`src/rtl/icache_pkg.sv`:
```
package icache_pkg;
  typedef enum logic {
    ST_IDLE = 1'b0,
    ST_FILL = 1'b1
  } fill_state_e;
endpackage

```
`src/rtl/icache_tags.sv`:
```
module icache_tags #(
  parameter int LINES = 4,
  parameter int IDX_W = 2,
  parameter int TAG_W = 12
) (
  input  logic             clk_i,
  input  logic             rst_ni,
  input  logic [IDX_W-1:0] lk_idx_i,
  input  logic [TAG_W-1:0] lk_tag_i,
  output logic             hit_o,
  input  logic             wr_en_i,
  input  logic [IDX_W-1:0] wr_idx_i,
  input  logic [TAG_W-1:0] wr_tag_i
);
  logic [LINES-1:0] valid_q;
  logic [TAG_W-1:0] tag_q [LINES];
  logic [TAG_W-1:0] sel_tag;

  always_ff @(posedge clk_i or negedge rst_ni) begin
    if (!rst_ni) begin
      valid_q <= '0;
      for (int l = 0; l < LINES; l++) tag_q[l] <= '0;
    end else if (wr_en_i) begin
      valid_q[wr_idx_i] <= 1'b1;
      tag_q[wr_idx_i]   <= wr_tag_i;
    end
  end

  // one comparator: select the indexed tag first, then compare
  assign sel_tag = tag_q[lk_idx_i];
  assign hit_o   = valid_q[lk_idx_i] && (sel_tag == lk_tag_i);
endmodule

```
`src/rtl/icache_data.sv`:
```
module icache_data #(
  parameter int LINES  = 4,
  parameter int WPL    = 4,
  parameter int IDX_W  = 2,
  parameter int OFF_W  = 2,
  parameter int DATA_W = 32
) (
  input  logic              clk_i,
  input  logic              wr_en_i,
  input  logic [IDX_W-1:0]  wr_idx_i,
  input  logic [OFF_W-1:0]  wr_off_i,
  input  logic [DATA_W-1:0] wr_data_i,
  input  logic [IDX_W-1:0]  rd_idx_i,
  input  logic [OFF_W-1:0]  rd_off_i,
  output logic [DATA_W-1:0] rd_data_o
);
  localparam int DEPTH = LINES * WPL;

  logic [DATA_W-1:0] word_q [DEPTH];

  always_ff @(posedge clk_i) begin
    if (wr_en_i) word_q[{wr_idx_i, wr_off_i}] <= wr_data_i;
  end

  assign rd_data_o = word_q[{rd_idx_i, rd_off_i}];
endmodule

```
`src/rtl/icache_refill.sv`:
```
module icache_refill
  import icache_pkg::*;
#(
  parameter int ADDR_W = 16,
  parameter int OFF_W  = 2,
  parameter int BURST  = 0
) (
  input  logic              clk_i,
  input  logic              rst_ni,
  input  logic              start_i,
  input  logic [ADDR_W-1:0] miss_addr_i,
  input  logic              mem_rvalid_i,
  output logic              busy_o,
  output logic              mem_req_o,
  output logic              mem_burst_o,
  output logic [ADDR_W-1:0] mem_addr_o,
  output logic [ADDR_W-1:0] line_addr_o,
  output logic              wr_en_o,
  output logic [OFF_W-1:0]  wr_off_o,
  output logic              done_o
);
  localparam logic [OFF_W-1:0] LastOff = '1;

  fill_state_e       st_q;
  logic [ADDR_W-1:0] addr_q;
  logic [OFF_W-1:0]  cnt_q;
  logic              pend_q;
  logic              pend_clr;

  assign busy_o      = (st_q == ST_FILL);
  assign mem_req_o   = busy_o && !pend_q;
  assign mem_addr_o  = {addr_q[ADDR_W-1:OFF_W], cnt_q};
  assign wr_en_o     = busy_o && pend_q && mem_rvalid_i;
  assign wr_off_o    = cnt_q;
  assign done_o      = wr_en_o && (cnt_q == LastOff);
  assign line_addr_o = addr_q;

  // burst: one request covers the line; word mode: one request per beat
  if (BURST != 0) begin : g_burst
    assign mem_burst_o = mem_req_o;
    assign pend_clr    = done_o;
  end else begin : g_word
    assign mem_burst_o = 1'b0;
    assign pend_clr    = wr_en_o;
  end

  always_ff @(posedge clk_i or negedge rst_ni) begin
    if (!rst_ni) begin
      st_q   <= ST_IDLE;
      addr_q <= '0;
      cnt_q  <= '0;
      pend_q <= 1'b0;
    end else if (st_q == ST_IDLE) begin
      if (start_i) begin
        st_q   <= ST_FILL;
        addr_q <= miss_addr_i;
        cnt_q  <= '0;
        pend_q <= 1'b0;
      end
    end else begin
      if (mem_req_o)     pend_q <= 1'b1;
      else if (pend_clr) pend_q <= 1'b0;
      if (wr_en_o)       cnt_q  <= cnt_q + 1'b1;
      if (done_o)        st_q   <= ST_IDLE;
    end
  end
endmodule

```
`src/rtl/icache_dm.sv`:
```
module icache_dm #(
  parameter int ADDR_W     = 16,
  parameter int DATA_W     = 32,
  parameter int LINE_WORDS = 4,
  parameter int NUM_LINES  = 4,
  parameter int BURST      = 0,
  parameter int CNT_W      = 16
) (
  input  logic              clk_i,
  input  logic              rst_ni,
  input  logic              req_i,
  input  logic [ADDR_W-1:0] addr_i,
  output logic              ready_o,
  output logic              rvalid_o,
  output logic [DATA_W-1:0] rdata_o,
  output logic              mem_req_o,
  output logic              mem_burst_o,
  output logic [ADDR_W-1:0] mem_addr_o,
  input  logic              mem_rvalid_i,
  input  logic [DATA_W-1:0] mem_rdata_i,
  output logic [CNT_W-1:0]  hit_cnt_o,
  output logic [CNT_W-1:0]  miss_cnt_o
);
  localparam int OFF_W = $clog2(LINE_WORDS);
  localparam int IDX_W = $clog2(NUM_LINES);
  localparam int TAG_W = ADDR_W - OFF_W - IDX_W;
  localparam logic [OFF_W-1:0] LastOff = '1;

  logic              busy, hit, accept, hit_acc, miss_acc;
  logic              wr_en, done;
  logic [OFF_W-1:0]  wr_off;
  logic [ADDR_W-1:0] line_addr, rd_addr;
  logic [DATA_W-1:0] rd_data;

  assign accept   = req_i && !busy;
  assign hit_acc  = accept && hit;
  assign miss_acc = accept && !hit;
  assign rd_addr  = busy ? line_addr : addr_i;

  icache_tags #(
    .LINES(NUM_LINES), .IDX_W(IDX_W), .TAG_W(TAG_W)
  ) u_tags (
    .clk_i    (clk_i),
    .rst_ni   (rst_ni),
    .lk_idx_i (addr_i[OFF_W +: IDX_W]),
    .lk_tag_i (addr_i[ADDR_W-1 -: TAG_W]),
    .hit_o    (hit),
    .wr_en_i  (done),
    .wr_idx_i (line_addr[OFF_W +: IDX_W]),
    .wr_tag_i (line_addr[ADDR_W-1 -: TAG_W])
  );

  icache_data #(
    .LINES(NUM_LINES), .WPL(LINE_WORDS), .IDX_W(IDX_W), .OFF_W(OFF_W), .DATA_W(DATA_W)
  ) u_data (
    .clk_i     (clk_i),
    .wr_en_i   (wr_en),
    .wr_idx_i  (line_addr[OFF_W +: IDX_W]),
    .wr_off_i  (wr_off),
    .wr_data_i (mem_rdata_i),
    .rd_idx_i  (rd_addr[OFF_W +: IDX_W]),
    .rd_off_i  (rd_addr[OFF_W-1:0]),
    .rd_data_o (rd_data)
  );

  icache_refill #(
    .ADDR_W(ADDR_W), .OFF_W(OFF_W), .BURST(BURST)
  ) u_refill (
    .clk_i        (clk_i),
    .rst_ni       (rst_ni),
    .start_i      (miss_acc),
    .miss_addr_i  (addr_i),
    .mem_rvalid_i (mem_rvalid_i),
    .busy_o       (busy),
    .mem_req_o    (mem_req_o),
    .mem_burst_o  (mem_burst_o),
    .mem_addr_o   (mem_addr_o),
    .line_addr_o  (line_addr),
    .wr_en_o      (wr_en),
    .wr_off_o     (wr_off),
    .done_o       (done)
  );

  assign ready_o  = !busy;
  assign rvalid_o = hit_acc || done;
  // last beat is still on the memory port when the response goes out
  assign rdata_o  = (done && line_addr[OFF_W-1:0] == LastOff) ? mem_rdata_i : rd_data;

  always_ff @(posedge clk_i or negedge rst_ni) begin
    if (!rst_ni) begin
      hit_cnt_o  <= '0;
      miss_cnt_o <= '0;
    end else begin
      if (hit_acc)  hit_cnt_o  <= hit_cnt_o + 1'b1;
      if (miss_acc) miss_cnt_o <= miss_cnt_o + 1'b1;
    end
  end
endmodule

```
`config.mk`:
```
export PLATFORM = sky130hd
export DESIGN_NAME = icache_dm
export DESIGN_NICKNAME = d
export VERILOG_FILES = /design/src/rtl/icache_pkg.sv /design/src/rtl/icache_tags.sv /design/src/rtl/icache_data.sv /design/src/rtl/icache_refill.sv /design/src/rtl/icache_dm.sv
export SDC_FILE = /design/constraint.sdc
export NUM_CORES = 1
export LEC_CHECK = 0
export BUFFER_PORTS_ARGS = -buffer_cell sky130_fd_sc_hd__clkbuf_2
export CORE_ASPECT_RATIO = 1.5
export CORE_MARGIN = 4
export CORE_UTILIZATION = 40
export CTS_BUF_LIST = sky130_fd_sc_hd__clkbuf_8
export DETAILED_ROUTE_END_ITERATION = 8
export PLACE_DENSITY = 0.6
export SETUP_SLACK_MARGIN = 0.3
export SLEW_MARGIN = 40
export SYNTH_ARGS = -nofsm -noshare
export SYNTH_HDL_FRONTEND = slang
export SYNTH_SLANG_ARGS = --single-unit
```
`constraint.sdc`:
```
create_clock -name clk_i -period 3.45 [get_ports clk_i]
set_input_delay 0.1725 -clock clk_i [delete_from_list [all_inputs] [get_ports clk_i]]
set_output_delay 0.1725 -clock clk_i [all_outputs]
set_load 0.005 [all_outputs]
```
---- Word level (Yosys, flattened, before mapping) ----
Memories as Yosys holds them, arrays and structs flattened.
Cells that the tools add are included.
word-level totals
  memories kept ........................... 1
  bits in writable memories ............... 512
  register bits after elaboration ......... 104
  bits of input ports ..................... 52
  logic and storage cells ................. 73
  output and inout bits ................... 84
cells by class
  equal/unequal tests ..................... 5
  bitwise logic cells ..................... 4
  multiplexer cells ....................... 24
  magnitude comparators ................... 6
  reductions and logical operators ........ 19
  add/sub/neg operators ................... 3
memories
  memory         depth  width  rd ports  clocked after Yosys merged registers in  wr ports  RTL line           RTL
  u_data.word_q  16     32     1         0                                        1         icache_data.sv:19  logic [DATA_W-1:0] word_q [DEPTH];
operator list
  kind                                                                     number
  48-bit bitwise mux                                                       1
  12-bit two-way mux                                                       3
  16-bit by 1-bit adder with 16-bit output, second input constant          2
  32-bit two-way mux                                                       1
  12-bit binary-select mux with 2-bit select                               1
  12-bit demux with 2-bit select                                           1
  12-bit equality test                                                     1
  1-bit logical AND                                                        11
  1-bit two-way mux                                                        11
  3-bit >= comparator, second input constant                               2
  2-bit by 3-bit < comparator with 1-bit output, second input constant     2
  2-bit two-way mux                                                        3
  2-bit inverter with 3-bit output                                         2
  2-bit AND reduction                                                      3
  2-bit equality test, second input constant                               2
  4-bit two-way mux                                                        1
  4-bit bitwise OR                                                         1
  1-bit logical NOT                                                        3
  3-bit by 1-bit < comparator with 1-bit output, second input constant     1
  3-bit by 2-bit inequality test with 1-bit output, second input constant  1
  2-bit by 1-bit adder with 2-bit output, second input constant            1
  1-bit binary-select mux with 2-bit select                                1
  1-bit demux with 2-bit select                                            1
  2-bit by 1-bit >= comparator with 1-bit output, second input constant    1
  4 further kinds                                                          4

---- Logic depth before layout (Yosys ltp) ----
Gate-level depths: netlist (run 1).
  depth in word-level cells ............... 10
  mapped depth ............................ 10
  gate-level depth less buffers ........... 7

---- By module ----
Synthesis (run 1) repeated with hierarchy kept, for this count alone.
unflattened totals
  cells, all modules ...................... 1198
  area, all modules ....................... 24563.6 um^2
modules (own cells, without submodules)
  module         times used  seq. area each (um^2)  cells each  area each (um^2)
  icache_data    1           15374.7                806         19213.4
  icache_tags    1           1301.2                 154         2472.4
  icache_dm      1           800.8                  163         1861.8
  icache_refill  1           500.5                  75          1016.0

---- Worst setup path before layout (run 1) ----
OpenSTA, ideal clock, no wires.
  kind .................................... register to register
  start point ............................. register u_refill.st_q (netlist: u_refill.busy_o)
  end point ............................... memory u_data.word_q[0][0] (enable)
  arrival ................................. 3259 ps
  setup time .............................. 461 ps
  stages on the path, launching flop included .. 6
  setup slack ............................. -270 ps
  required time ........................... 2989 ps
  period minus slack after synthesis ...... 3720 ps
  buffers on the path ..................... 2
  cell sequence ........................... dfrtp_1 buf_2 and3_1 clkbuf_1 nand2_1 nor3_1
between the ends
  longest elaborated chain between the ends .. 4
ends and longest elaborated chain
  item                                     RTL line             RTL
  start: declaration                       icache_refill.sv:24  fill_state_e st_q;
  start signal: assignment                 icache_refill.sv:49  st_q <= ST_IDLE;
  start signal: assignment                 icache_refill.sv:55  st_q <= ST_FILL;
  start signal: assignment                 icache_refill.sv:64  if (done_o) st_q <= ST_IDLE;
  1-bit logical AND (2 in a row)           icache_refill.sv:33  assign wr_en_o = busy_o && pend_q && mem_rvalid_i;
  1-bit two-way mux                        icache_data.sv:22    if (wr_en_i) word_q[{wr_idx_i, wr_off_i}] <= wr_data_i;
  1-bit two-way mux (not written as such)  icache_data.sv:22
  end: declaration                         icache_data.sv:19
Every way passes these cells.

---- Worst setup path in the final report (run 1) ----
  start point ............................. register u_refill.st_q (netlist: u_refill.busy_o)
  end point ............................... output port rdata_o[22]
between the ends
  longest elaborated chain between the ends .. 5
  elaborated cells on any way between the ends .. 7
  those cells by class .................... mux: 2; reduce/logical: 4; memory: 1
ends and longest elaborated chain
  item                                                             RTL line         RTL
  branches (longest 4 deep; another with memory read 16 x 32 bit)  -
  32-bit two-way mux *                                             icache_dm.sv:87  assign rdata_o = (done && line_addr[OFF_W-1:0] == LastOff) ? mem_rdata_i : rd_data;
  end: declaration                                                 icache_dm.sv:15  output logic [DATA_W-1:0] rdata_o,
Every way passes the cells marked *.

==> results of run 1 <==
per-stage QoR:
stage	worst slack, ns	total power, mW	hold WS [ns]
2_1_floorplan	0.5853	14.47	-0.1231
3_3_place_gp	0.4490	17.33	0.2562
3_5_place_dp	0.4033	17.43	0.2610
4_1_cts	0.2499	23.75	0.01704
5_1_grt	0.2130	25.02	0.08246
6_report	0.3540	23.66	0.07730
worst max-delay path, delay by kind of cell, from the launching register on:
| family | cells | cell delay, ns |
|---|---|---|
| AO/OA/AOI/OAI | 2 | 0.20 |
| buffers and inverters | 4 | 0.65 |
| flip-flops | 1 | 0.41 |
| multiplexers | 2 | 0.81 |
| AND/OR/NAND/NOR | 2 | 0.18 |
synth_stat cells, types with 2 or more instances:
| cell | instances |
|---|---|
| clkbuf_1 | 42 |
| or2_2 | 4 |
| nor3_1 | 4 |
| mux4_2 | 133 |
| buf_4 | 18 |
| dfrtp_1 | 104 |
| and3_1 | 12 |
| xor2_1 | 27 |
| inv_1 | 10 |
| mux4_1 | 2 |
| mux2i_1 | 13 |
| buf_6 | 2 |
| edfxtp_1 | 512 |
| nand3_1 | 45 |
| a2111oi_0 | 3 |
| nor2b_1 | 2 |
| nand2_1 | 251 |
| o21ai_0 | 64 |
| nand4_1 | 14 |
| nand2b_1 | 3 |
| nor2_1 | 21 |
| mux2_1 | 17 |
| a211oi_1 | 9 |
| buf_1 | 7 |
| o41ai_1 | 2 |
| xnor2_1 | 21 |
| mux2_2 | 38 |
| a31oi_1 | 3 |
| ha_1 | 6 |
| buf_2 | 23 |
power groups by stage:
stage / combinational [mW] / sequential (mW) / clock [mW]
floorplan: 5.25 / 9.22 / 0
global placement: 7.96 / 9.38 / 0
detailed placement: 8.01 / 9.41 / 0
CTS: 8.92 / 9.26 / 5.57
global route: 9.78 / 9.34 / 5.91
finish: 9.01 / 9.26 / 5.39
what timing repair did:
| action | CTS | global route |
|---|---|---|
| gates resized for setup | 26 | 31 |
| pin swaps | 0 | 1 |
| endpoints found under the hold margin | 579 | 0 |
| buffers inserted | 9 | 6 |
| cloned | 8 | 5 |
| hold buffers | 47 | 0 |
| setup endpoints to repair | 33 | 33 |
final cells by class:
type                            count  area [um^2]
Multi-Input combinational cell    708         6569
Clock inverter                     64        305.3
Timing Repair Buffer              255         2297
Tap cell                          791        989.7
Inverter                           10        37.54
Antenna cell                        1        2.502
Fill cell                        5135        31730
Clock buffer                       97         1335
Sequential cell                   616        17980
registers in the layout, indices dropped and copies added (netlist names):
signal                count
u_refill.busy_o           1
u_refill.line_addr_o     16
u_tags.valid_q            4
u_refill.wr_off_o         2
u_tags.tag_q             48
u_data.word_q           512
hit_cnt_o                16
u_refill.pend_q           1
miss_cnt_o               16
routing by layer:
metal  part of all wire  global-route usage  vias up
met5                  0                   0        -
li1                   -                   -     6000
met4              0.022             0.05493        0
met3              0.051             0.03014       86
met1               0.40              0.2226     7015
met2               0.53              0.3128      373
cell usage in the layout, fill, tap and decap left out, types with 21 or more instances in the layout:
| cell | synthesis | routed |
|---|---|---|
| o21ai_1 | 0 | 22 |
| clkbuf_8 | 0 | 97 |
| xnor2_1 | 21 | 21 |
| inv_1 | 10 | 41 |
| buf_12 | 0 | 21 |
| o21ai_0 | 64 | 37 |
| xor2_1 | 27 | 27 |
| edfxtp_1 | 512 | 512 |
| mux4_2 | 133 | 133 |
| nand2_1 | 251 | 247 |
| dfrtp_1 | 104 | 102 |
| dlygate4sd3_1 | 0 | 47 |
| mux2_2 | 38 | 38 |
| buf_4 | 18 | 35 |
| clkbuf_2 | 0 | 132 |
| nand3_1 | 45 | 44 |
worst paths after layout:
| check | start | end | depth (start not counted) |
|---|---|---|---|
| worst max-delay path | u_refill.busy_o | rdata_o[22] | 10 |
| worst min-delay path | mem_rvalid_i | u_refill.pend_q | 3 |
| worst max register to register | u_tags.tag_q[24] | u_refill.line_addr_o[4] | 8 |
| worst min register to register | u_tags.valid_q[0] | u_tags.valid_q[0] | 2 |
| max in group asynchronous | rst_ni | u_tags.tag_q[25] | 3 |
| min in group asynchronous | rst_ni | hit_cnt_o[8] | 2 |
kinds of logic (layout without fill, tap and decap cells):
group,after synthesis,in the layout,synth area share
AO/OA/AOI/OAI,89,89,0.02077
XOR/XNOR,48,48,0.01694
adder cells (fa/ha/maj),6,6,0.003024
buffers and inverters,102,426,0.01991
flip-flops,616,616,0.7243
multiplexers,203,203,0.1530
other,1,2,0.0001511
AND/OR/NAND/NOR,361,361,0.06195
==> results.yml, run 1 <==
pwr:
  ir_worst_vdd_v: 0.0006063
  comb_power_share: 0.381
  pwr-share-clk: 0.228
  cellPowerDensity_nw_per_um2: 801.7
  seqPwrFrac: 0.391
  power_switching_mw: 7.785
  intPower_mw: 15.88
  netSwitchingFraction: 0.3290
  power_leakage_nw: 10.71
logic_synthesis:
  synth_top_area_cell: "edfxtp_1"
  synth_nets: 1484
  synth_warnings: 0
  synthDistinctLibCells: 44
  ys_seq_area_frac: 0.7243
  synth-main-ff-cell: "edfxtp_1"
  synth.area.top_cells: "edfxtp_1 62%, mux4_2 12%, dfrtp_1 10%"
  async_reset_ff_frac: 0.1688
  syn_inst: 1426
  avgSynthCellArea_um2: 17.41
  synthesis.area_um2: 24820
  ys_seq_elements: 616
  synth_edf_count: 512
  synth_top_area_frac: 0.6194
placed_design:
  place.gp.congestion: 0.7644
  dpl.hpwl_um: 30650
  portBuffers: 134
  post_dp_cell_area_um2: 26810
  dp.cells: 2305
sta:
  slew_headroom: 0.4446
  fmax_mhz: 323.0
  setup_viol: 0
  period_minus_slack_ns: 3.096
  clock_skew_ns: 0.02332
  maxSlewViolCount: 0
  worst_slew_pin_slew_ns: 0.8331
  period_share: 0.8974
  hold_viol: 0
  rsz0062_at_grt: "true"
  setup_tns_ns: 0
die:
  die_w_um: 211.4
  die_h_um: 313.1
  ios: 136
  core-area_um2: 61250
  start_util: 0.4053
  num_rows: 111
  dieArea_um2: 66190
routing:
  wl_um: 58960
  drc: 0
  drt_iter0_markers: 948
  routed_via_density: 5.301
  dr.pass1.iters: 4
  vias: 13470
  ant_nets: 0
  wl_per_cell_um: 23.19
setup_path:
  critPathKind: "flip-flop to output pin"
  slowest_stage: "mux4_2"
  worstPathArrival_ns: 2.92
  start_kind: "flip-flop"
  end_kind: "output pin"
  crit_fanout: 8
  cp.required_ns: 3.28
  r2r_setup_slack_ns: 0.65
  slowest_delay_ns: 0.51
  worstPathCellList: "mux2i_4, buf_12, buf_12, clkbuf_16, mux4_2, nand2_1, nand3_1, o21ai_0, o21ai_0, clkbuf_2"
grt:
  antenna_found_initial: 1
  grt_pass1_wl_um: 88800
  grt_max_degree: 65
  grt_overflow_total: 0
  grt_usage: 0.1768
  grt_pass1_vias: 14600
cts:
  cts_max_path_buffers: 3
  htree_levels: 3
  cts_inserted_buffers: 90
  cts-root-buf: "clkbuf_8"
  clock_sinks: 616
  clk_pin_slew_ns: 0.06
  cts_tree: "built"
  clock_latency_ns: 0.65
layout:
  finalCoreUtilization: 0.4819
  drive_gt1_frac: 0.3040
  final_cells: 2542
  num-nets-final: 1739
  area_delta_synth_final_pct: 18.91
  final_cell_area_um2: 29520
run:
  maxCapViolations: 0
status:
  outcome: "finished clean"
hold_path:
  holdCritPathClass: "input port to flip-flop"
Power figures use the tool's default switching activity.
==> run 2, diff against run 1 <==
Settings changed: GPL_TIMING_DRIVEN set to 0, TNS_END_PERCENT set to 5.
==> results.yml, run 2 (same netlist as run 1, synthesis figures left out) <==
die:
  core-area_um2: 61250
  start_util: 0.4053
  die_h_um: 313.1
  ios: 136
  die_w_um: 211.4
  num_rows: 111
  dieArea_um2: 66190
placed_design:
  place.gp.congestion: 0.7724
  portBuffers: 133
  post_dp_cell_area_um2: 27240
  dpl.hpwl_um: 38980
sta:
  slew_headroom: 0.4703
  maxSlewViolCount: 0
  setup_viol: 0
  hold_viol: 0
  rsz0062_at_grt: "true"
  fmax_mhz: 306.5
  period_share: 0.9457
  worst_slew_pin_slew_ns: 0.7945
  period_minus_slack_ns: 3.263
  clock_skew_ns: 0.03562
status:
  outcome: "finished clean"
pwr:
  ir_worst_vdd_v: 0.0004798
  cellPowerDensity_nw_per_um2: 821.3
  power_leakage_nw: 11.25
  totalPowerFinal_mw: 25.04
routing:
  vias: 13840
  routed_via_density: 5.250
  drt_iter0_markers: 882
  wl_per_cell_um: 22.73
  drc: 0
  ant_nets: 0
  dr.pass1.iters: 5
  wl_um: 59910
grt:
  grt_usage: 0.1827
  grt_overflow_total: 0
  antenna_found_initial: 1
  grt_pass1_vias: 14930
  grt_pass1_wl_um: 91520
  grt_max_degree: 69
setup_path:
  start_kind: "flip-flop"
  cpMostUsedCell: "buf_12"
  slowest_delay_ns: 0.50
  startpoint: "u_refill.busy_o"
  cp_top_family: "buffers and inverters"
  reg2reg_from: "u_refill.line_addr_o[3]"
  crit_fanout: 5
  critPathKind: "flip-flop to output pin"
  slowest_stage: "mux4_2"
  worstPathCellList: "buf_8, mux2i_4, buf_12, clkbuf_16, buf_12, buf_12, mux4_2, nand2_1, nand2_2, o21ai_2, o21ai_1, clkbuf_2"
  cp.required_ns: 3.28
  critical_path_buf_inv_count: 6
  end_kind: "output pin"
  worstPathArrival_ns: 3.09
layout:
  area_delta_synth_final_pct: 22.80
  num-nets-final: 1826
  mostFrequentLayoutCell: "edfxtp_1"
  final_cell_mix: "512 x edfxtp_1, 246 x nand2_1, 149 x clkbuf_2"
  drive_gt1_frac: 0.3362
  largest-register: "u_data.word_q"
  final_cell_area_um2: 30480
  top_regs: "u_data.word_q (512), u_tags.tag_q (48)"
  largest_reg_flops: 512
cts:
  htree_levels: 3
  cts-root-buf: "clkbuf_8"
  clk_pin_slew_ns: 0.07
  cts_inserted_buffers: 91
  clock_sinks: 616
  cts_max_path_buffers: 3
  clock_latency_ns: 0.68
  cts_tree: "built"
run:
  maxCapViolations: 0
hold_path:
  min_from: "addr_i[3]"
  holdCritPathClass: "input port to flip-flop"
## run 2: cell type report
class	count	area, um^2
clock buffer	97	1335
multi-input combinational	708	6580
buffer	92	772.0
inverter	10	37.54
clock inverter	72	504.2
timing repair buffer	249	2282
antenna	1	2.502
tap	791	989.7
fill	5048	30770
sequential	616	17980
## run 2: worst paths after layout
path,endpoint,slack (ns),depth (start not counted)
max,rdata_o[24],0.19,12
min,u_refill.line_addr_o[3],0.31,4
max reg2reg,u_tags.tag_q[6],0.59,5
min reg2reg,u_tags.valid_q[0],0.44,2
max in group asynchronous,u_refill.line_addr_o[13],2.51,4
min in group asynchronous,u_refill.line_addr_o[0],0.61,4
## run 2: power by group
group	total [mW]	leakage, nW	switching (mW)	internal (mW)
Combinational	9.91	4.25	5.04	4.87
Sequential	9.17	5.97	0.353	8.82
Clock	5.96	1.03	2.81	3.15
## run 2: tightest hold or removal path: stages
cell      delay (ns)
clkbuf_2        0.12
buf_4           0.22
buf_4           0.26
mux2_1          0.16
## run 2: stage by stage
stage / hold WS (ns) / setup TNS (ns) / std cells / setup slack [ns] / utilization
4_1_cts: 0.2188 / 0 / 2631 / 0.1271 / 0.4964
6_report: 0.3070 / 0 / 2636 / 0.1873 / 0.4977
3_3_place_gp: 0.4090 / -578.22 / 2350 / -3.420 / 0.4324
5_1_grt: 0.2907 / 0 / 2636 / 0.06150 / 0.4977
2_1_floorplan: -0.1231 / -17.19 / 1426 / -0.2686 / -
3_5_place_dp: 0.1138 / -0.7203 / 2388 / -0.1742 / 0.4447
## run 2: repair_timing
action / in CTS / in global routing
hold buffers: 52 / 0
pin swaps: 14 / 1
buffers inserted: 14 / 3
hold endpoints to repair: 634 / 0
endpoints found under the setup margin: 139 / 33
gates cloned: 8 / 1
gates resized for setup: 175 / 16
## run 2: metal layers
metal	vias up	part of all wire	track usage
met5	-	0	0
met4	0	0.020	0.05215
met3	88	0.054	0.03204
met2	429	0.54	0.3277
met1	7128	0.39	0.2272
li1	6195	-	-
==> run 3, diff against run 2 <==
Clock period 3.45 ns to 2.85 ns, I/O delays scaled along.
==> results.yml, run 3 (same netlist as run 1, synthesis figures left out) <==
sta:
  period_share: 1.136
  maxSlewViolCount: 0
  worst_slew_pin_slew_ns: 0.7443
  slew_headroom: 0.5038
  fin_ws_ns: -0.3867
  fin_hold_ws_ns: 0.02908
  clock_skew_ns: 0.02659
  fmax_mhz: 309.0
  hold_viol: 0
  setup_viol: 33
  rsz0062_at_grt: "true"
  period_minus_slack_ns: 3.237
hold_path:
  holdCritPathClass: "input port to flip-flop"
layout:
  area_delta_synth_final_pct: 22.75
  final_cell_area_um2: 30470
  mostFrequentLayoutCell: "edfxtp_1"
  top_regs: "u_data.word_q (512), u_tags.tag_q (48)"
  num-nets-final: 1821
  final_cell_mix: "512 x edfxtp_1, 243 x nand2_1, 145 x clkbuf_2"
  final_cells: 2627
  finalCoreUtilization: 0.4975
  largest_reg_flops: 512
  drive_gt1_frac: 0.3433
  largest-register: "u_data.word_q"
status:
  outcome: "finished with violations"
  violations: "setup timing"
cts:
  cts-root-buf: "clkbuf_8"
  htree_levels: 3
  cts_max_path_buffers: 3
  clock_sinks: 616
  cts_inserted_buffers: 88
  cts_tree: "built"
  clk_pin_slew_ns: 0.07
  clock_latency_ns: 0.68
routing:
  ant_nets: 0
  drc: 0
  vias: 13830
  wl_um: 61030
  drt_iter0_markers: 843
  routed_via_density: 5.266
  wl_per_cell_um: 23.23
  dr.pass1.iters: 5
setup_path:
  slowest_stage: "mux4_2"
  crit_fanout: 6
  worstPathArrival_ns: 3.09
  critPathKind: "flip-flop to output pin"
  cpMostUsedCell: "o21ai_2"
  critical_path_buf_inv_count: 6
  end_kind: "output pin"
  cp_top_family: "buffers and inverters"
  cp.required_ns: 2.71
  worstPathCellList: "buf_8, mux2i_4, buf_6, clkbuf_16, buf_12, buf_16, mux4_2, nand2_2, nand3_2, o21ai_2, o21ai_2, clkbuf_2"
  slowest_delay_ns: 0.50
  start_kind: "flip-flop"
placed_design:
  dp.cells: 2380
  place.gp.congestion: 0.7492
  dpl.hpwl_um: 38580
  post_dp_cell_area_um2: 27230
  portBuffers: 133
die:
  die_h_um: 313.1
  core-area_um2: 61250
  dieArea_um2: 66190
  ios: 136
  start_util: 0.4053
  num_rows: 111
  die_w_um: 211.4
grt:
  grt_pass1_wl_um: 91440
  antenna_found_initial: 2
  grt_usage: 0.1827
  grt_pass1_vias: 14830
  grt_max_degree: 68
  grt_overflow_total: 0
pwr:
  power_leakage_nw: 11.25
  totalPowerFinal_mw: 30.09
  cellPowerDensity_nw_per_um2: 987.5
  ir_worst_vdd_v: 0.0005295
run:
  maxCapViolations: 0
## run 3: changes by cell type in the layout (fill, tap and decap cells not counted), sizes merged
cell         before  now
clkbuf          273  276
dlygate4sd3      51   50
clkinv           32   29
bufbuf            1    0
clkinvlp          5    3
bufinv            7    1
buf             113  110
inv              38   42
## run 3: path summary, 6_finish.rpt
path                                   start           endpoint  slack, ns  depth (start not counted)
hold / removal                  mem_rvalid_i    u_refill.pend_q       0.03                          4
min in group asynchronous             rst_ni      hit_cnt_o[14]       0.58                          4
setup / recovery             u_refill.busy_o         rdata_o[3]      -0.39                         12
max in group asynchronous             rst_ni   u_tags.tag_q[10]       1.91                          4
setup reg to reg             u_refill.busy_o   u_tags.tag_q[22]       0.29                          8
hold reg to reg            u_tags.valid_q[0]  u_tags.valid_q[0]       0.44                          2
## run 3: stage by stage
| stage | TNS (ns) | worst slack, ns |
|---|---|---|
| floorplan | -0.9478 | -0.01474 |
| global placement | -790.59 | -1.913 |
| detailed placement | -63.36 | -0.7034 |
| CTS | -28.21 | -0.3847 |
| global route | -15.55 | -0.5250 |
| finish | -10.71 | -0.3867 |
## run 3: routing by layer
layer  share of wire  vias up  global-route usage
met4           0.022        2             0.05537
met5         0.00021        -                   0
met2            0.54      439              0.3279
met3           0.058       85             0.04115
met1            0.38     7134              0.2194
li1                -     6173                   -
## run 3: area by class of cell
type,instances,area (um^2)
antenna,1,2.502
buffer,92,828.3
clock buffer,97,1335
clock inverter,65,320.3
fill,5102,30780
inverter,10,37.54
multi-input combinational,708,6659
sequential,616,17980
tap,791,989.7
timing repair buffer,247,2320
## run 3: worst min-delay path: cells and delay by family
| kind | cells | cell delay [ns] |
|---|---|---|
| buf+inv | 2 | 0.28 |
| simple gates | 2 | 0.22 |
## run 3: where the power goes
group          leakage, nW  switching, mW  internal, mW
Sequential            5.97          0.429          10.7
Clock                0.957           3.37          3.25
Combinational         4.32           6.28          6.10
## run 3: timing repair
item | 4_1_cts | 5_1_grt
cloned | 6 | 7
setup buffers | 18 | 2
resized for setup | 163 | 77
endpoints found under the setup margin | 303 | 355
pin swaps | 8 | 12
hold buffers | 51 | 0
endpoints found under the hold margin | 632 | 0
